## src/rtl/lfm_pkg.sv

```systemverilog
package lfm_pkg;
   typedef enum logic [2:0] {
      LFM_RUN,
      LFM_RECOVER,
      LFM_WATCH,
      LFM_HALT,
      LFM_SOLO
   } lfm_state_e;

   localparam int CAUSE_W        = 3;
   localparam int CAUSE_MISMATCH = 0;
   localparam int CAUSE_EXT      = 1;
   localparam int CAUSE_INT      = 2;
endpackage

```

## src/rtl/lfm_compare.sv

```systemverilog
module lfm_compare #(
   parameter int DW = 16
) (
   input  logic [DW-1:0] a_data,
   input  logic          a_vld,
   input  logic [DW-1:0] b_data,
   input  logic          b_vld,
   input  logic          cmp_en,
   output logic          mismatch
);
   // valid disagreement, or data disagreement while both are valid
   logic vld_diff;
   logic data_diff;

   assign vld_diff  = a_vld ^ b_vld;
   assign data_diff = a_vld & b_vld & (a_data != b_data);
   assign mismatch  = cmp_en & (vld_diff | data_diff);
endmodule

```

## src/rtl/lfm_recovery.sv

```systemverilog
module lfm_recovery
   import lfm_pkg::*;
#(
   parameter int WIN_W = 8
) (
   input  logic             clk,
   input  logic             rst_n,
   input  logic             fault,
   input  logic             rb_done,
   input  logic [WIN_W-1:0] win_cycles,
   input  logic             recur_solo,
   output lfm_state_e       state,
   output logic             halt_now
);
   lfm_state_e       st;
   logic [WIN_W-1:0] cnt;

   always_ff @(posedge clk or negedge rst_n) begin
      if (!rst_n) begin
         st  <= LFM_RUN;
         cnt <= '0;
      end else begin
         unique case (st)
            LFM_RUN:     if (fault) st <= LFM_RECOVER;
            LFM_RECOVER: if (rb_done) begin
               st  <= LFM_WATCH;
               cnt <= win_cycles;
            end
            LFM_WATCH: begin
               if (fault)         st  <= recur_solo ? LFM_SOLO : LFM_HALT;
               else if (cnt == '0) st <= LFM_RUN;
               else               cnt <= cnt - 1'b1;
            end
            default: ;                                        // HALT, SOLO hold
         endcase
      end
   end

   // halt takes effect in the decision cycle
   always_comb begin
      halt_now = (st == LFM_HALT) ||
                 ((st == LFM_WATCH) && fault && !recur_solo);
   end

   assign state = st;
endmodule

```

## src/rtl/lfm_arbiter.sv

```systemverilog
module lfm_arbiter #(
   parameter int N_REQ = 4
) (
   input  logic [N_REQ-1:0] req,
   input  logic             enable,
   output logic [N_REQ-1:0] gnt
);
   // lower index wins; blocked[i] marks a higher-priority request
   logic [N_REQ:0] blocked;
   assign blocked[0] = 1'b0;

   for (genvar i = 0; i < N_REQ; i++) begin : g_slot
      assign blocked[i+1] = blocked[i] | req[i];
      assign gnt[i]       = enable & req[i] & ~blocked[i];   // via enable
   end
endmodule

```

## src/rtl/lockstep_fault_mgr.sv

```systemverilog
module lockstep_fault_mgr
   import lfm_pkg::*;
#(
   parameter int DW    = 16,
   parameter int N_EXT = 4,
   parameter int N_REQ = 4,
   parameter int WIN_W = 8
) (
   input  logic               clk,
   input  logic               rst_n,
   input  logic [DW-1:0]      cpu_a_data,
   input  logic               cpu_a_vld,
   input  logic [DW-1:0]      cpu_b_data,
   input  logic               cpu_b_vld,
   input  logic [N_EXT-1:0]   ext_fault,
   input  logic               int_fault,
   input  logic               recur_solo,
   input  logic               keep_b,
   input  logic               rb_done,
   input  logic [WIN_W-1:0]   win_cycles,
   input  logic [N_REQ-1:0]   bus_req,
   output logic [DW-1:0]      out_data,
   output logic               out_vld,
   output logic               rollback_req,
   output logic               halt_cpus,
   output logic               solo_maint,
   output logic [CAUSE_W-1:0] fault_cause,
   output logic [N_REQ-1:0]   bus_gnt
);
   if (DW < 1)    begin : g_bad_dw  $error("DW must be at least 1");    end
   if (N_EXT < 1) begin : g_bad_ext $error("N_EXT must be at least 1"); end
   if (N_REQ < 1) begin : g_bad_req $error("N_REQ must be at least 1"); end
   if (WIN_W < 1) begin : g_bad_win $error("WIN_W must be at least 1"); end

   lfm_state_e         state;
   logic               halt_now;
   logic               mismatch;
   logic               fault_any;
   logic               sel_b;
   logic [CAUSE_W-1:0] cause_evt;
   logic [CAUSE_W-1:0] cause_q;

   lfm_compare #(.DW(DW)) u_cmp (
      .a_data   (cpu_a_data),
      .a_vld    (cpu_a_vld),
      .b_data   (cpu_b_data),
      .b_vld    (cpu_b_vld),
      .cmp_en   (state != LFM_SOLO),     // no comparison in single mode
      .mismatch (mismatch)
   );

   // all fault sources merged into one condition
   assign cause_evt[CAUSE_MISMATCH] = mismatch;
   assign cause_evt[CAUSE_EXT]      = |ext_fault;
   assign cause_evt[CAUSE_INT]      = int_fault;
   assign fault_any                 = |cause_evt;

   lfm_recovery #(.WIN_W(WIN_W)) u_rec (
      .clk        (clk),
      .rst_n      (rst_n),
      .fault      (fault_any),
      .rb_done    (rb_done),
      .win_cycles (win_cycles),
      .recur_solo (recur_solo),
      .state      (state),
      .halt_now   (halt_now)
   );

   // sticky cause flags
   always_ff @(posedge clk or negedge rst_n) begin
      if (!rst_n) cause_q <= '0;
      else        cause_q <= cause_q | cause_evt;
   end

   lfm_arbiter #(.N_REQ(N_REQ)) u_arb (
      .req    (bus_req),
      .enable (!halt_now),
      .gnt    (bus_gnt)
   );

   // output selection and inhibit
   assign sel_b    = (state == LFM_SOLO) && keep_b;
   assign out_data = halt_now ? '0 : (sel_b ? cpu_b_data : cpu_a_data);
   assign out_vld  = !halt_now && (sel_b ? cpu_b_vld : cpu_a_vld);

   assign rollback_req = (state == LFM_RECOVER);
   assign halt_cpus    = halt_now;
   assign solo_maint   = (state == LFM_SOLO);
   assign fault_cause  = cause_q;
endmodule

```

## config.mk

```make
export PLATFORM = sky130hd
export DESIGN_NAME = lockstep_fault_mgr
export DESIGN_NICKNAME = d
export VERILOG_FILES = /design/src/rtl/lfm_pkg.sv /design/src/rtl/lfm_compare.sv /design/src/rtl/lfm_recovery.sv /design/src/rtl/lfm_arbiter.sv /design/src/rtl/lockstep_fault_mgr.sv
export SDC_FILE = /design/constraint.sdc
export NUM_CORES = 1
export LEC_CHECK = 0
export CAP_MARGIN = 30
export CORE_ASPECT_RATIO = 0.5
export CORE_MARGIN = 5
export CORE_UTILIZATION = 34
export CTS_CLUSTER_DIAMETER = 100
export DETAILED_ROUTE_END_ITERATION = 16
export PLACE_DENSITY_LB_ADDON = 0.1
export RECOVER_POWER = 50
export SYNTH_ARGS = -nofsm -noshare
export SYNTH_HDL_FRONTEND = slang
export SYNTH_SLANG_ARGS = --single-unit
```

## constraint.sdc

```tcl
create_clock -name clk -period 2.06 [get_ports clk]
set_input_delay 0.412 -clock clk [delete_from_list [all_inputs] [get_ports clk]]
set_output_delay 0.412 -clock clk [all_outputs]
set_load 0.1 [all_outputs]
```

==> metrics.yaml <==
synth:
  synth_edf_count: 0
  netlist_top_cells_count: "44 x nand2_1, 21 x a21oi_1, 19 x nor2_1"
  syn_area_mm2: 0.00141
  synthMuxAreaShare_pct: 0.709
  synth-compound-area-share_pct: 23.4
  synth_cells: 197
  ys_ff_latch: 14
  synth_top_family_by_area: "simple AND/OR/NAND/NOR gates"
  ys_types: 42
  synth-adder-area-share_pct: 2.66
  yosysTopAreaCell: "dfrtp_1"
  yosys_warnings: 0
  ys.flop_type: "dfrtp_1"
  synth_nets: 256
  ys_async_sr_fraction_pct: 100
  yosysSeqAreaShare_pct: 24.8
  synth_xor_area_share_pct: 9.92
  yosysMostFrequentCell: "nand2_1"
  synthDominantCellAreaShare_pct: 24.8
  ys_top_cells_by_area: "dfrtp_1 25%, nand2_1 12%, xor2_1 9.9%"
  synth-simple-area-share_pct: 32.9
  post_synth.cell_area_avg_um2: 7.17
worst_setup_path:
  crit_path_end_kind: "output pin"
  arrival_ps: 2160
  crit_top_cell: "buf_12"
  crit_path_cell_trace: "buf_6 > or4_4 > nor3_2 > nor2_1 > o21ai_2 > o31ai_4 > buf_12 > nor4b_4 > buf_12"
  path_buf_inv: 3
  cp_top_family: "simple AND/OR/NAND/NOR gates"
  critPathRequiredTime_ps: 1650
  start_kind: "primary input"
  cp_slowest_cell: "or4_4"
  worstSetupPathType: "primary input to output pin"
  crit_path_max_fanout: 7
  max_stage_delay_ps: 530
floorplan:
  dieHeight_um: 55.6
  core-area_mm2: 0.00396
  fp.dieW_um: 101
  design.die.area_mm2: 0.00562
  num_rows: 16
  start_util_pct: 35.6
  ioPinCount: 83
clock_tree:
  cts_inserted_buffers: 3
  tritoncts: "yes"
  root_buffer: "clkbuf_8"
  htreeDepth: 1
  cts_buffer_depth: 2
  holdBufCountCts: 0
  clkTransAtPathRegs_ps: 70
  clkSinkCount: 14
  clk_latency_ps: 240
detailed_routing:
  routed_wirelength_um: 6640
  drc: 0
  ant_nets: 0
  viasPerCell: 5.38
  drt_iter0_drc: 65
  post_drt_wl_per_cell_um: 17.9
  drt-pass1-iter-count: 5
  vias: 1992
power_and_ir_drop:
  p_leak_nw: 1.44
  ir_worst_vdd_v: 0.000517
  power_frac_seq_pct: 16.6
  power.density_mw_per_mm2: 809
  p_int_mw: 1.30
  p_sw_mw: 1.35
  p_sw_share_pct: 51.0
  power.share.clock_pct: 10.4
  combPwrFrac_pct: 73.0
  fin_total_pwr_mw: 2.65
grt:
  track_usage_pct: 21.8
  grt_pass1_wl_um: 10100
  top_usage_layer: "met2"
  antenna_found_initial: 0
  first_global_vias: 2049
  use_met2_pct: 40.6
  grt_max_degree: 18
  grt-ovfl-total: 0
  use_met3_pct: 1.88
  use_met1_pct: 27.1
sta:
  fmax_mhz: 389
  hold_viol_final: 0
  min_period_ps: 2570
  setup_viol: 31
  finalCritPeriodShare_pct: 125
  drv_slew: 0
  tightest_slew_ps: 661
  skew_ps: 5.22
  setup_ws_ps: -513
  relSlewSlack_pct: 55.8
  hold_slack_ps: 497
  rsz0062_at_grt: "true"
outcome:
  status: "complete, but fails checks"
  violations: "negative setup slack"
place:
  port-buffer-count: 82
  place_area_mm2: 0.00313
  dp_hpwl_um: 4580
  place_congestion: 0.792
cells_and_area:
  antenna_cells: 0
  layout.nets: 376
  area_growth_pct: 132
  layout-drive-gt1-share_pct: 53.5
  post-route-util_pct: 82.8
  fin_area_mm2: 0.00328
hold_path:
  hold_class: "flip-flop to flip-flop"
job:
  drv_cap: 0
state kept, by name, indices dropped and copies added, names as in the netlist:
| name | count |
|---|---|
| u_rec.cnt | 8 |
| fault_cause | 3 |
| u_rec.state | 3 |
kinds of logic after synthesis:
kind of cell / Yosys count
AOI/OAI and AO/OA: 47
adders and majority gates: 3
DFF: 14
buffers and inverters: 18
and+or+nand+nor: 98
muxes: 1
xor gates and xnor gates: 16
cell type report:
cell class | count | area, µm²
repair buffers | 127 | 1360
inverters | 6 | 26.3
multi-input cells | 165 | 1420
fillers | 230 | 683
clock buffers | 4 | 55.1
flip-flops and latches | 14 | 350
well taps | 54 | 67.6
cell usage in the layout (no fill, tap or decap), drive strengths merged, types with 2 or more instances in the layout:
| master | n |
|---|---|
| nor2b | 2 |
| clkdlybuf4s15 | 5 |
| o211ai | 2 |
| inv | 5 |
| a21oi | 21 |
| nor4 | 7 |
| nor3b | 2 |
| ha | 3 |
| nor3 | 4 |
| a211oi | 5 |
| clkdlybuf4s50 | 16 |
| nand2b | 5 |
| or2 | 3 |
| nand2 | 44 |
| clkbuf | 30 |
| nand4 | 4 |
| o21ai | 4 |
| nor2 | 19 |
| nand3 | 2 |
| dlygate4sd2 | 2 |
| a41o | 2 |
| a311oi | 4 |
| buf | 77 |
| dfrtp | 14 |
| xor2 | 16 |
per-stage QoR:
step / instances / TNS [ps] / worst slack [ps]
detailed placement: 355 / -23190 / -884
finish: 370 / -11330 / -513
floorplan: 197 / -15150 / -824
CTS: 367 / -12870 / -662
global placement: 355 / -21370 / -818
global route: 370 / -12660 / -582
power groups by stage:
| stage | Combinational [mW] | Sequential [mW] | Clock, mW |
|---|---|---|---|
| floorplan | 1.15 | 0.393 | 0 |
| global placement | 1.80 | 0.412 | 0 |
| detailed placement | 1.82 | 0.419 | 0 |
| CTS | 1.92 | 0.419 | 0.272 |
| global route | 2.00 | 0.449 | 0.284 |
| finish | 1.94 | 0.441 | 0.277 |
repair_timing:
| action | CTS | global route |
|---|---|---|
| gates resized for setup | 74 | 67 |
| buffers inserted | 7 | 5 |
| setup endpoints to repair | 32 | 31 |
| gates cloned | 2 | 0 |
| pin swaps | 19 | 19 |
worst paths after layout:
kind                       slack [ps]                          to                startpoint  depth (start not counted)
max in group asynchronous        1000  u_rec.state[1]$_DFFE_PN0P_                     rst_n                          1
hold / removal                    500    fault_cause[2]$_DFF_PN0_  fault_cause[2]$_DFF_PN0_                          1
hold reg to reg                   500    fault_cause[2]$_DFF_PN0_  fault_cause[2]$_DFF_PN0_                          1
setup / recovery                 -510                  bus_gnt[2]              ext_fault[3]                          9
min in group asynchronous         640    u_rec.cnt[4]$_DFFE_PN0P_                     rst_n                          1
setup reg to reg                    0    u_rec.cnt[2]$_DFFE_PN0P_  u_rec.cnt[0]$_DFFE_PN0P_                         10
layer usage:
metal	vias to the layer above	routed length [µm]	share of wire, %
li1	928	-	-
met1	953	2640	40
met2	89	3440	52
met3	22	389	5.9
met4	0	168	2.5
met5	-	0	0
Power figures use the tool's default switching activity.
